==> src/rtl/led_frame_pkg.sv <==
package led_frame_pkg;
  localparam int FRAME_BITS = 34;
  localparam int SLOT2_START = 12;
  localparam logic [7:0] SYNC_BYTE = 8'h55;
  localparam logic [7:0] OPEN_BYTE = 8'hAA;

  typedef enum logic [2:0] {ST_IDLE, ST_SYNC, ST_OPEN, ST_DATA, ST_GAP} seqState_t;

  typedef struct packed {
    logic       run;
    logic       frameLoad;
    logic       slot1Fill;
    logic [7:0] slot1Byte;
    logic       slot2Load;
    logic       slot2Fill;
    logic [7:0] slot2Byte;
  } frameCmd_t;
endpackage

==> src/rtl/led_frame_dp.sv <==
module led_frame_dp
  import led_frame_pkg::*;
#(
  parameter int BIT_CYC = 98000,
  parameter int PULSE_CYC = 6000
) (
  input  logic      clk,
  input  logic      rst,
  input  frameCmd_t cmd,
  output logic      frameWrap,
  output logic      slot2Fetch,
  output logic      ledOut
);
  localparam int CW = (BIT_CYC > 1) ? $clog2(BIT_CYC) : 1;
  localparam logic [CW-1:0] LAST_CNT = CW'(BIT_CYC - 1);
  localparam logic [CW-1:0] PULSE_LIM = CW'(PULSE_CYC);
  localparam logic [5:0] LAST_BIT = 6'(FRAME_BITS - 1);
  localparam logic [5:0] PRE_SLOT2 = 6'(SLOT2_START - 1);

  logic [CW-1:0] cnt;
  logic [5:0]    bitIdx;
  logic          s1Full, s2Full;
  logic [7:0]    s1Byte, s2Byte;
  logic          lastCyc, pulseBit;

  assign lastCyc    = (cnt == LAST_CNT);
  assign frameWrap  = lastCyc && (bitIdx == LAST_BIT);
  assign slot2Fetch = lastCyc && (bitIdx == PRE_SLOT2);

  always_comb begin
    pulseBit = 1'b0;
    if (bitIdx == 6'd0)
      pulseBit = s1Full;
    else if (bitIdx <= 6'd8)
      pulseBit = s1Full && !s1Byte[3'(bitIdx - 6'd1)];
    else if (bitIdx == 6'(SLOT2_START))
      pulseBit = s2Full;
    else if (bitIdx > 6'(SLOT2_START) && bitIdx <= 6'(SLOT2_START + 8))
      pulseBit = s2Full && !s2Byte[3'(bitIdx - 6'(SLOT2_START + 1))];
  end

  always_ff @(posedge clk) begin
    if (rst) begin
      cnt    <= LAST_CNT;
      bitIdx <= LAST_BIT;
      s1Full <= 1'b0;
      s2Full <= 1'b0;
      s1Byte <= '0;
      s2Byte <= '0;
      ledOut <= 1'b0;
    end else begin
      if (!cmd.run) begin
        cnt    <= LAST_CNT;
        bitIdx <= LAST_BIT;
      end else if (lastCyc) begin
        cnt    <= '0;
        bitIdx <= (bitIdx == LAST_BIT) ? 6'd0 : bitIdx + 6'd1;
      end else begin
        cnt <= cnt + 1'b1;
      end
      if (cmd.frameLoad) begin
        s1Full <= cmd.slot1Fill;
        s1Byte <= cmd.slot1Byte;
        s2Full <= cmd.slot2Fill;
        s2Byte <= cmd.slot2Byte;
      end else if (cmd.slot2Load) begin
        s2Full <= cmd.slot2Fill;
        s2Byte <= cmd.slot2Byte;
      end
      ledOut <= pulseBit && (cnt < PULSE_LIM);
    end
  end

  // a flash always begins at the start of a bit period
  assert_flash_start_R1: assert property (@(posedge clk) disable iff (rst)
    $rose(ledOut) |-> (cnt == CW'(1)));

  // no flash ever comes from a pad position
  assert_pad_dark_R3: assert property (@(posedge clk) disable iff (rst)
    ledOut |-> !(($past(bitIdx) >= 6'd9 && $past(bitIdx) <= 6'd11) || $past(bitIdx) >= 6'd21));
endmodule

==> src/rtl/led_frame_ctrl.sv <==
module led_frame_ctrl
  import led_frame_pkg::*;
#(
  parameter int SYNC_FRAMES = 50,
  parameter int OPEN_FRAMES = 25,
  parameter int GAP_FRAMES = 10
) (
  input  logic       clk,
  input  logic       rst,
  input  logic       frameWrap,
  input  logic       slot2Fetch,
  input  logic       inValid,
  input  logic [7:0] inData,
  output logic       inReady,
  output frameCmd_t  cmd
);
  localparam int MAXA = (SYNC_FRAMES > OPEN_FRAMES) ? SYNC_FRAMES : OPEN_FRAMES;
  localparam int MAXF = (MAXA > GAP_FRAMES) ? MAXA : GAP_FRAMES;
  localparam int FW = $clog2(MAXF + 1) + 1;

  seqState_t      state, stateN;
  logic [FW-1:0]  frames;
  logic [7:0]     remaining;
  logic           pktStart, newPkt, take, lenTake;

  always_comb begin
    stateN  = state;
    cmd     = '0;
    take    = 1'b0;
    newPkt  = 1'b0;
    if (frameWrap) begin
      cmd.frameLoad = 1'b1;
      unique case (state)
        ST_IDLE: if (inValid) stateN = ST_SYNC;
        ST_SYNC: if (frames == FW'(SYNC_FRAMES)) stateN = ST_OPEN;
        ST_OPEN: if (frames == FW'(OPEN_FRAMES)) stateN = ST_DATA;
        ST_DATA: if (!pktStart && remaining == 8'd0) stateN = ST_GAP;
        ST_GAP:  if (frames == FW'(GAP_FRAMES)) stateN = inValid ? ST_DATA : ST_IDLE;
        default: stateN = ST_IDLE;
      endcase
      newPkt = (stateN == ST_DATA) && (state != ST_DATA);
      if (stateN == ST_SYNC || stateN == ST_OPEN) begin
        cmd.slot1Fill = 1'b1;
        cmd.slot2Fill = 1'b1;
        cmd.slot1Byte = (stateN == ST_SYNC) ? SYNC_BYTE : OPEN_BYTE;
        cmd.slot2Byte = cmd.slot1Byte;
      end else if (stateN == ST_DATA) begin
        take          = inValid;
        cmd.slot1Fill = inValid;
        cmd.slot1Byte = inData;
      end
    end else if (slot2Fetch && state == ST_DATA && !pktStart && remaining != 8'd0) begin
      cmd.slot2Load = 1'b1;
      cmd.slot2Fill = inValid;
      cmd.slot2Byte = inData;
      take          = inValid;
    end
    cmd.run = (stateN != ST_IDLE);
  end

  assign inReady = take;
  assign lenTake = take && frameWrap && (pktStart || newPkt);

  always_ff @(posedge clk) begin
    if (rst) begin
      state     <= ST_IDLE;
      frames    <= '0;
      remaining <= '0;
      pktStart  <= 1'b0;
    end else begin
      state <= stateN;
      if (frameWrap)
        frames <= (stateN != state) ? FW'(1) : frames + 1'b1;
      if (lenTake) begin
        remaining <= (inData > 8'd1) ? inData - 8'd1 : 8'd0;
        pktStart  <= 1'b0;
      end else if (take) begin
        remaining <= remaining - 8'd1;
      end else if (newPkt) begin
        pktStart <= 1'b1;
      end
    end
  end

  // sync and start frames never consume input
  assert_no_take_sync_R4: assert property (@(posedge clk) disable iff (rst)
    (state == ST_SYNC || state == ST_OPEN) && !frameWrap |-> !inReady);

  // every consumed byte lands in a data frame
  assert_take_in_data_R5: assert property (@(posedge clk) disable iff (rst)
    inReady |=> (state == ST_DATA));

  // gap frame count stays inside its window
  assert_gap_window_R6: assert property (@(posedge clk) disable iff (rst)
    (state == ST_GAP) |-> (frames >= FW'(1) && frames <= FW'(GAP_FRAMES)));

  // a length byte is consumed only once per packet
  assert_len_once_R8: assert property (@(posedge clk) disable iff (rst)
    lenTake |=> !pktStart);
endmodule

==> src/rtl/led_frame_tx.sv <==
module led_frame_tx
  import led_frame_pkg::*;
#(
  parameter int CLK_HZ = 200000000,
  parameter int BIT_US = 490,
  parameter int PULSE_US = 30,
  parameter int SYNC_FRAMES = 50,
  parameter int OPEN_FRAMES = 25,
  parameter int GAP_FRAMES = 10
) (
  input  logic       clk,
  input  logic       rst,
  input  logic       inValid,
  output logic       inReady,
  input  logic [7:0] inData,
  output logic       ledOut
);
  localparam longint BIT_L = (longint'(CLK_HZ) * longint'(BIT_US)) / 64'd1000000;
  localparam longint PULSE_L = (longint'(CLK_HZ) * longint'(PULSE_US)) / 64'd1000000;
  localparam int BIT_CYC = int'(BIT_L);
  localparam int PULSE_CYC = (PULSE_L < 1) ? 1 : int'(PULSE_L);

  frameCmd_t cmd;
  logic      frameWrap, slot2Fetch;

  led_frame_ctrl #(.SYNC_FRAMES(SYNC_FRAMES), .OPEN_FRAMES(OPEN_FRAMES), .GAP_FRAMES(GAP_FRAMES)) uCtrl (
    .clk(clk), .rst(rst), .frameWrap(frameWrap), .slot2Fetch(slot2Fetch),
    .inValid(inValid), .inData(inData), .inReady(inReady), .cmd(cmd));

  led_frame_dp #(.BIT_CYC(BIT_CYC), .PULSE_CYC(PULSE_CYC)) uDp (
    .clk(clk), .rst(rst), .cmd(cmd), .frameWrap(frameWrap),
    .slot2Fetch(slot2Fetch), .ledOut(ledOut));

  // the LED stays dark while the sequencer is idle
  assert_idle_dark_R7: assert property (@(posedge clk) disable iff (rst)
    (!cmd.run && !$past(cmd.run)) |-> !ledOut);
endmodule

==> config.mk <==
export PLATFORM = sky130hd
export DESIGN_NAME = led_frame_tx
export DESIGN_NICKNAME = d
export VERILOG_FILES = /design/src/rtl/led_frame_pkg.sv /design/src/rtl/led_frame_dp.sv /design/src/rtl/led_frame_ctrl.sv /design/src/rtl/led_frame_tx.sv
export SDC_FILE = /design/constraint.sdc
export NUM_CORES = 1
export LEC_CHECK = 0
export BUFFER_PORTS_ARGS = -buffer_cell sky130_fd_sc_hd__buf_2
export CORE_ASPECT_RATIO = 1.2
export CORE_MARGIN = 1
export CORE_UTILIZATION = 56
export CTS_CLUSTER_SIZE = 25
export DETAILED_ROUTE_END_ITERATION = 10
export PLACE_DENSITY = 0.8
export SYNTH_ARGS = -nofsm -noshare
export SYNTH_HDL_FRONTEND = slang
export SYNTH_HIERARCHICAL = 1
export SYNTH_SLANG_ARGS = --single-unit
export TNS_END_PERCENT = 50
==> constraint.sdc <==
create_clock -name clk -period 3.7 [get_ports clk]
set_clock_uncertainty 0.1 [all_clocks]
set_input_delay 0.925 -clock clk [delete_from_list [all_inputs] [get_ports clk]]
set_output_delay 0.925 -clock clk [all_outputs]
set_load 0.03 [all_outputs]
[Yosys cells after proc, flatten, opt, wreduce, memory -nomap -nowiden]
Index checks and enable logic that the tools add are counted.
Storage, ports and cells
  register bits after elaboration: 61
  input bits: 11
  output and inout bits: 2
  logic and storage cells: 113
Cells by class
  add/subtract/negate cells: 7
  order comparisons: 7
  eq/ne operators: 16
  muxes and demuxes: 40
  bitwise logic cells: 2
  reductions and logical operators: 29
Operator list (count)
  $mux W8: 6
  $mux W9: 4
  $mux W3: 7
  $mux W10: 2
  $add A17 B1 Y17 const B: 1
  $eq A17 B17 Y1 const B: 1
  $lt A17 B13 Y1 const B: 1
  $mux W17: 1
  $sub A8 B1 Y8 const B: 2
  $pmux W3 S5: 1
  $mux W1: 14
  $logic_and A1 B1 Y1: 13
  $eq A3 B2 Y1 const B: 4
  $eq A6 B4 Y1 const B: 2
  $gt A8 B1 Y1 const B: 1
  $logic_not A8 Y1: 1
  $lt A3 B4 Y1 const B: 2
  $reduce_bool A8 Y1: 1
  $add A7 B1 Y7 const B: 1
  $eq A7 B4 Y1 const B: 1
  $eq A7 B5 Y1 const B: 1
  $eq A7 B6 Y1 const B: 1
  $mux W7: 1
  $add A6 B1 Y6 const B: 1
  other kinds (23): 31

[Depth between registers and ports, before layout]
Gate-level depths: netlist of the first run.
  word-level depth: 12
  depth in mapped cells: 14
  depth with buffers taken out: 11

[Modules after synthesis]
The synthesis of the first run kept the hierarchy.
Modules (own cells, without submodules)
  led_frame_dp: times used 1, cells an instance 224, area each 2000.7 um2, seq. area each 840.8 um2
  led_frame_ctrl: times used 1, cells an instance 230, area each 1794.2 um2, seq. area each 380.4 um2

[Least setup slack after synthesis of the first run]
Ideal clock, no wire load.
  path type: flip-flop to output port
  start: register uDp.cnt[0]
  end: output port inReady
  arrival time: 2703 ps
  data required time: 2675 ps
  slack: -28 ps
  cell stages (with the launch flop): 11
  buffers on the path: 0
  cells stage by stage: dfxtp_1 > ha_1 > nand3_2 > or2_4 > or3_2 > nor2_1 > and4b_1 > nand2b_1 > a211oi_1 > o21ai_1 > nor2_1
Between the ends
  cells in the longest elaborated chain, start to end: 7
  elaborated cells on any way between the ends: 8
  classes of those cells: eq/ne (1); mux (2); reduce/logical (5)
RTL lines
  start, declared: line led_frame_dp.sv:20  | logic [CW-1:0] cnt;
  start signal, assigned: line led_frame_dp.sv:59  | cnt <= cnt + 1'b1;
  $eq A17 B17 Y1: line led_frame_dp.sv:26  | assign lastCyc = (cnt == LAST_CNT);
  $logic_and A1 B1 Y1: line led_frame_dp.sv:28  | assign slot2Fetch = lastCyc && (bitIdx == PRE_SLOT2);
  net slot2Fetch: line led_frame_tx.sv:24  | logic frameWrap, slot2Fetch;
  $logic_and A1 B1 Y1 (3 in series): line led_frame_ctrl.sv:52  | end else if (slot2Fetch && state == ST_DATA && !pktStart && remaining != 8'd0) begin
  $mux W1: line led_frame_ctrl.sv:52
  $mux W1: line led_frame_ctrl.sv:31  | if (frameWrap) begin
  end, declared: line led_frame_tx.sv:14  | output logic inReady,
The timed path passes the listed nets, and every way through them passes these cells.

[Worst setup path after layout of the first run]
Ends and elaborated chain as after synthesis.

==> results of run 1 <==
registers in the layout, indices dropped and copies added, names as in the netlist:
signal / flops
uCtrl/state: 3
uDp/s2Full: 1
uCtrl/pktStart: 1
uCtrl/frames: 7
uDp/s1Full: 1
uDp/ledOut: 1
uCtrl/remaining: 8
uDp/bitIdx: 6
uDp/s1Byte: 8
uDp/s2Byte: 8
uDp/cnt: 17
final cells by class:
type | count | area, um^2 | area share
inverters | 23 | 86.3 | 0.0203
clock inverters | 3 | 67.6 | 0.0159
clock buffers | 13 | 159 | 0.0374
well taps | 85 | 106 | 0.0250
flip-flops and latches | 61 | 1230 | 0.288
repair buffers | 29 | 194 | 0.0456
multi-input cells | 346 | 2410 | 0.568
power breakdown:
| group | total (mW) | switching (mW) | internal [mW] |
|---|---|---|---|
| clock network | 0.676 | 0.259 | 0.417 |
| logic | 1.91 | 1.15 | 0.754 |
| registers | 0.921 | 0.139 | 0.782 |
| total | 3.50 | 1.55 | 1.95 |
how the worst min path moves through the flow:
stage	depth (start not counted)	end	start	slack, ps
3_5_place_dp	2	uDp/s2Byte[4]$_SDFFE_PP0P_	uDp/s2Byte[4]$_SDFFE_PP0P_	350
6_report	2	uDp/s2Byte[0]$_SDFFE_PP0P_	uDp/s2Byte[0]$_SDFFE_PP0P_	350
2_1_floorplan	2	uDp/s2Byte[1]$_SDFFE_PP0P_	uDp/s2Byte[1]$_SDFFE_PP0P_	330
4_1_cts	2	uDp/s2Byte[4]$_SDFFE_PP0P_	uDp/s2Byte[4]$_SDFFE_PP0P_	350
5_1_grt	2	uDp/s2Byte[2]$_SDFFE_PP0P_	uDp/s2Byte[2]$_SDFFE_PP0P_	380
3_3_place_gp	2	uDp/s2Byte[0]$_SDFFE_PP0P_	uDp/s2Byte[0]$_SDFFE_PP0P_	340
routing by layer:
layer,part of all wire,routed length [um],vias up
li1,-,-,1698
met1,0.45,4060,1661
met2,0.49,4490,119
met3,0.046,421,19
met4,0.015,139,0
met5,0,0,-
critical path, delay by kind of cell, from the launching register on:
| kind | cells | cell delay (ps) |
|---|---|---|
| flip-flops | 1 | 350 |
| AND/OR/NAND/NOR | 7 | 1240 |
| AO/OA/AOI/OAI | 2 | 320 |
| buffers and inverters | 1 | 150 |
| adder cells (fa/ha/maj) | 1 | 160 |
cell families (layout without fill, tap and decap cells):
| logic type | count (synthesis) | in the layout | synth area share |
|---|---|---|---|
| flops | 61 | 61 | 0.322 |
| compound gates | 115 | 115 | 0.210 |
| xor+xnor | 18 | 18 | 0.0415 |
| simple gates | 180 | 180 | 0.262 |
| buf+inv | 47 | 68 | 0.0544 |
| mux | 21 | 21 | 0.0702 |
| fa+ha+maj | 12 | 12 | 0.0396 |
through the flow:
step | hold slack (ps) | power [mW] | worst slack, ps | utilization
after floorplan | 329 | 2.27 | 99.0 | -
after global placement | 341 | 2.63 | 175 | 0.606
after detailed placement | 348 | 2.67 | 107 | 0.606
after CTS | 354 | 3.43 | 17.1 | 0.651
after global routing | 378 | 3.74 | -10.6 | 0.656
final | 352 | 3.50 | 136 | 0.656
Yosys cell counts (5+ instances only):
master and count:
dfxtp_1 61, nor2_1 49, nand2_1 38, inv_1 23
o21ai_0 23, a21oi_1 20, nand3_1 17, clkbuf_1 14
a211oi_1 13, ha_1 12, mux2i_1 12, xnor2_1 12
a21o_1 11, nand4_1 11, nor3_1 10, nand2b_1 7
o32ai_1 6, xor2_1 6, nor2b_1 5, o211ai_1 5
o21a_1 5
repair_timing:
action	4_1_cts	5_1_grt
resized for setup	11	1
setup buffers	3	3
endpoints found under the setup margin	1	1
pin swaps	3	4
==> impl_results.md, run 1 <==
* Outcome: finished clean
* Max IR drop VDD at ~0.8 mV
* Most frequent cells in the layout: 59 x dfxtp_1, 46 x nor2_1, 38 x nand2_1
* GRT met1 Usage at 0.325
* Largest net degree at the start of global routing at between 40 and 50
* Synth area leader: dfxtp_1
* Vias per cell at 6.24
* TritonCTS clock tree: yes
* Critical R2R Capture: uDp/s2Byte[7]$_SDFFE_PP0P_
* Setup crit end: inReady
* WP data required at approximately 2700 ps
* CTS H-tree lvls at 3
* Filler cells at roughly 540
* Number of global-route vias before repair at about 3200
* First-pass GRT wire length at approximately 15000 um
* Top cell type's share of synthesized area at 0.322
* Drt total wl at 9110 um
* Flop-to-flop setup slack at around 360 ps
* Vias at ~3500
* Reg2Reg Depth at 12
* Clock buffer count from CTS at 9
* Minimum clock period at between 3000 and 4000 ps
* Ordered cell list for the critical path: ha_4 -> nand3_4 -> or2_4 -> or3_4 -> nor2_2 -> and4b_1 -> nand2b_1 -> a211oi_2 -> o21ai_2 -> nor2_2 -> buf_6
* Async set-reset flop share out of synthesis at 0
* Worst reg2reg startpoint: uDp/cnt[0]$_SDFF_PP1_
* MaxCap Viol Count at 0
* Post-synth EDFFs at 0
* Placed Cells at around 540
* Die area at 0.00711 mm^2
* Seq/Total Area, Yosys at 0.322
* TritonRoute pass-1 iters at 5
* # rows at 32
* PortBufs at 12
* Layout cells sized above 1 at 0.175
* Most common cell after layout, fill and taps aside: dfxtp_1
* DP Wirelength at around 6200 um
* Setup violations, final at 0
* Max clock buf depth at 2
* Placed inst area at 0.00393 mm^2
* Synth cell types at 74
* Tightest Pin Transition at ~940 ps
* Placeable Area at 0.00649 mm^2
* N_diodes at 0
* CP most frequent cell: nor2_2
* Post-Layout Cell Count at 560
* Fin. Hold Viols at 0
* #FFs+latches synth at 61
* Crit Path Class: register to output pin
* Root Driver: clkbuf_8
* GRT met3 Usage at 0.0438
* Tot GR Track Use at 0.261
* Slew HR at 0.369
* Drt drc at 0
* Hold-fix buffers at CTS at 0
* GR Overflow Total at 0
* Drt wl/cell at between 15 and 20 um
* Setup TNS at 0 ps
* Net count, final at slightly below 500
* Min-delay worst type: register to register
* Die height at about 92 um
* Main synth FF type: dfxtp_1
* Crit-path slowest cell: or3_4
* WP data arrival at ~2500 ps
* Syn. warnings at 6
* # IOs at 13
* Slew Viols, Final at 0
* Post-Syn Instances at about 450
* CP Launch Type: register
* Clk sink count at 61
* Final non-filler cell area at around 0.0043 mm^2
* Initial antenna violation count at 0
* GRT busiest layer: met2
* Area growth syn-to-layout at 12.1%
* Synth area leaders: dfxtp_1 32%, nor2_1 4.8%, ha_1 4.0%, nand2_1 3.8%, mux2i_1 3.2%
* GR Util met2 at 0.445
* Max Fclk at 0.281 GHz
* Worst Path Max Fanout at 5
* Initial Utilization at 0.585
* Number of DRC markers in iteration 0 at 231
* Critical Path End Type: output pin
* Final ANT Viol Nets at 0
* Syn Nets at 477
* Clock slew at reported path FFs at 60 ps
* Width of the die at roughly 77 um
* Final worst path period share at 0.963
* Slowest cell delay on critical path at 380 ps
* Synth Area per Inst at ~8.4 um^2
* Pleak at roughly 1.7 nW
* P per Cell Area at just over 800 mW/mm^2
* Clk_lat worst skew at roughly 340 ps
* Post-synthesis cell area at roughly 0.0038 mm^2
* Gpl congestion at 0.919
* Setup crit start: uDp/cnt[0]$_SDFF_PP1_
(Power assumes the default switching activity.)
==> inputs of run 2 (changes only) <==
--- a/config.mk
+++ b/config.mk
@@ -5,13 +5,14 @@
 export SDC_FILE = /design/constraint.sdc
 export NUM_CORES = 1
 export LEC_CHECK = 0
+export ABC_AREA = 1
 export BUFFER_PORTS_ARGS = -buffer_cell sky130_fd_sc_hd__buf_2
 export CORE_ASPECT_RATIO = 1.2
-export CORE_MARGIN = 1
-export CORE_UTILIZATION = 56
+export CORE_MARGIN = 2
+export CORE_UTILIZATION = 57
 export CTS_CLUSTER_SIZE = 25
 export DETAILED_ROUTE_END_ITERATION = 10
-export PLACE_DENSITY = 0.8
+export PLACE_DENSITY = 0.81
 export SYNTH_ARGS = -nofsm -noshare
 export SYNTH_HDL_FRONTEND = slang
 export SYNTH_HIERARCHICAL = 1
==> impl_results.md, run 2 <==
* Xor/xnor share of the synthesized area at 0.0327 (-0.00886)
* Area growth syn-to-layout at 8.40%
* Slew Viols, Final at 0 (unchanged)
* Max IR drop VDD at 0.319 mV (-60%)
* Tot GR Track Use at 0.244 (-0.0169)
* DP Wirelength at 6510 um (+5.9%)
* Hold_sp: uDp/s1Byte[7]$_SDFFE_PP0P_
* Clk sink count at 61 (unchanged)
* Clk_lat worst skew at 350 ps (about the same)
* Worst Hold Depth at 2 (unchanged)
* Max Fclk at 0.285 GHz (+1.6%)
* Setup violations, final at 0 (unchanged)
* Post-synth EDFFs at 0 (unchanged)
* Die height at 96.0 um (+4.1%)
* Number of DRC markers in iteration 0 at 239 (+3.5%)
* Placed Cells at 699 (+30%)
* GR Overflow Total at 0 (unchanged)
* Placeable Area at 0.00685 mm^2 (+5.7%)
* Outcome: finished clean
* Die area at 0.00774 mm^2 (+8.9%)
* Compound-Gate Fraction of Synth Area at 0.130 (-0.0802)
* Crit Path Class: register to output pin
* Clock buffer count from CTS at 9 (unchanged)
* Setup ws final at 191 ps (+54.7 ps)
* Total Power at 2.44 mW (-30%)
* Final ANT Viol Nets at 0 (unchanged)
* Root Driver: clkbuf_8
* Syn. warnings at 6 (unchanged)
* Width of the die at 80.7 um (+4.6%)
* Final Util at 0.636 (-0.0199)
* P per Cell Area at 559 mW/mm^2 (-32%)
* MaxCap Viol Count at 0 (unchanged)
* Seq/Total Area, Yosys at 0.304 (-0.0180)
* Critical Path End Type: output pin
* Initial antenna violation count at 0 (unchanged)
* Syn Nets at 637 (+34%)
* Critical R2R Capture: uDp/cnt[10]$_SDFF_PP1_
* Vias at 3945 (+13%)
* Hold-fix buffers at CTS at 0 (unchanged)
* Drt drc at 0 (unchanged)
* PortBufs at 12 (unchanged)
* Worst reg2reg startpoint: uCtrl/frames[0]$_SDFFE_PP0P_
* Final worst path period share at 0.949 (-0.0148)
* Setup crit start: uDp/cnt[0]$_SDFF_PP1_
* Most frequent cells in the layout: 135 x nand2_1, 92 x inv_1, 61 x nand3_1
* WP data arrival at 2480 ps (-60 ps)
* TritonCTS clock tree: yes
* #FFs+latches synth at 61 (unchanged)
* Post-Syn Instances at 614 (+35%)
* Post-Layout Cell Count at 719 (+28%)
* WP data required at 2670 ps (about the same)
* Net count, final at 651 (+32%)
* CTS H-tree lvls at 3 (unchanged)
* Top cell type's share of synthesized area at 0.304 (-0.0180)
* Clock slew at reported path FFs at 70 ps (about the same)
* CP Launch Type: register
* Drt total wl at 9080 um (-0.33%)
* Post-synthesis cell area at 0.00402 mm^2 (+5.9%)
* Synth area leader: dfxtp_1
* Most common cell after layout, fill and taps aside: nand2_1
* Flop-to-flop setup slack at 440 ps (+80 ps)
* Synth cell types at 41 (-45%)
* Main synth FF type: dfxtp_1
* Max clock buf depth at 2 (unchanged)
* Post-Synth Adder-Cell Area at 0.0373 (-0.00222)
* Fin. Hold Viols at 0 (unchanged)
* # IOs at 13 (unchanged)
* Gpl congestion at 0.957 (+4.1%)
* Largest reg by FF count: uDp/cnt
* TritonRoute pass-1 iters at 4 (-1)
* N_diodes at 0 (unchanged)
* Tightest Pin Transition at 1090 ps (+153 ps)
* Vias per cell at 5.49 (-12%)
* Pre-CTS WS at 390 ps (+283 ps)
* Number of global-route vias before repair at 3457 (+9.4%)
* Multiplexer share of the synthesized area at 0 (-0.0702)
* Worst Path Max Fanout at 12 (+7)
* Reg2Reg Depth at 16 (+4)
* First-pass GRT wire length at 14900 um (+0.23%)
* Main combinational cell family by area after synthesis: simple AND/OR/NAND/NOR gates
* Synth Area in Simple Gates at 0.381 (+0.119)
* Hold Path Sink: uDp/s1Byte[7]$_SDFFE_PP0P_
* Async set-reset flop share out of synthesis at 0 (unchanged)
* Largest net degree at the start of global routing at 31 (-30%)
* Most common cell in the netlist: nand2_1
* Drt wl/cell at 12.6 um (-22%)
* Max reg flops at 17 (unchanged)
* Synth Area per Inst at 6.55 um^2 (-22%)
* Setup TNS at 0 ps (unchanged)
* Pleak at 2.08 nW (+25%)
* Minimum clock period at 3510 ps (-54.7 ps)
* RSZ-0062 raised after global routing: false
* Min-delay worst type: register to register
* Slew HR at 0.268 (-0.101)
* Initial Utilization at 0.587 (+0.00146)
* Synth area leaders: dfxtp_1 30%, nand2_1 13%, inv_1 8.6%, nand3_1 7.6%, nor2_1 5.7%
* Layout cells sized above 1 at 0.128 (-0.0466)
* # rows at 33 (+3.1%)
* Most frequent cells after synthesis: 135 x nand2_1, 92 x inv_1, 61 x dfxtp_1, 61 x nand3_1, 61 x nor2_1
-- run 2: cell count changes after synthesis, moves of 7 or more --
cell      delta
xor2_1       +7
nand3_1     +44
xnor2_1     -10
nand2_2      +7
nor2_1      +12
nand2_1     +97
a21o_1      -11
nand2b_1     -7
o21ai_0     +10
inv_1       +69
mux2i_1     -12
-- run 2: worst max-delay path, cell delays in order, from the launching register on --
cell     delay (ps)
dfxtp_1         350
ha_1            240
nand3_4         140
nor2_2          130
nand2_1         100
nor3b_2         210
nand3_1         100
nor2_1           90
nand2_1         160
inv_1           130
nand2_1         130
nand2_4         150
buf_2           220
-- run 2: what timing repair did --
action                                  CTS  global route
gates resized for setup                   0             4
setup buffers                             0             5
endpoints found under the setup margin    0             1
endpoints found under the hold margin     0             0
-- run 2: final cells by class --
type | instances | area (um^2)
Clock inverter | 3 | 20.0
Clock buffer | 12 | 165
Inverter | 99 | 372
Multi-Input combinational cell | 437 | 2350
Tap cell | 87 | 109
Fill cell | 602 | 2500
Sequential cell | 61 | 1220
Timing Repair Buffer | 20 | 120
-- run 2: routing by layer --
metal,share of wire,global-route usage
met2,0.49,0.425
met5,0,0
met1,0.45,0.288
met4,0.014,0.0904
met3,0.045,0.0600
-- run 2: worst max-delay path by stage --
stage / endpoint / cells past startpoint
after CTS: inReady / 12
after global placement: uDp/cnt[10]$_SDFF_PP1_ / 13
after floorplan: inReady / 12
final: inReady / 12
after detailed placement: inReady / 12
after global routing: inReady / 12
-- run 2: cell families after synthesis --
logic type	Yosys count
buf+inv	116
simple gates	322
fa+ha+maj	12
flops	61
compound gates	88
xor+xnor	15
-- run 2: power by group --
part	total, mW	switching (mW)	internal, mW
Clock	0.568	0.275	0.293
Sequential	0.821	0.0713	0.749
Combinational	1.05	0.718	0.330
Total	2.44	1.06	1.37
-- run 2: through the flow --
| stage | cell area, um^2 | hold WS (ps) |
|---|---|---|
| finish | 4360 | 360 |
| detailed placement | 4120 | 350 |
| floorplan | 4020 | 335 |
| CTS | 4300 | 361 |
| global route | 4360 | 383 |
| global placement | 4120 | 349 |
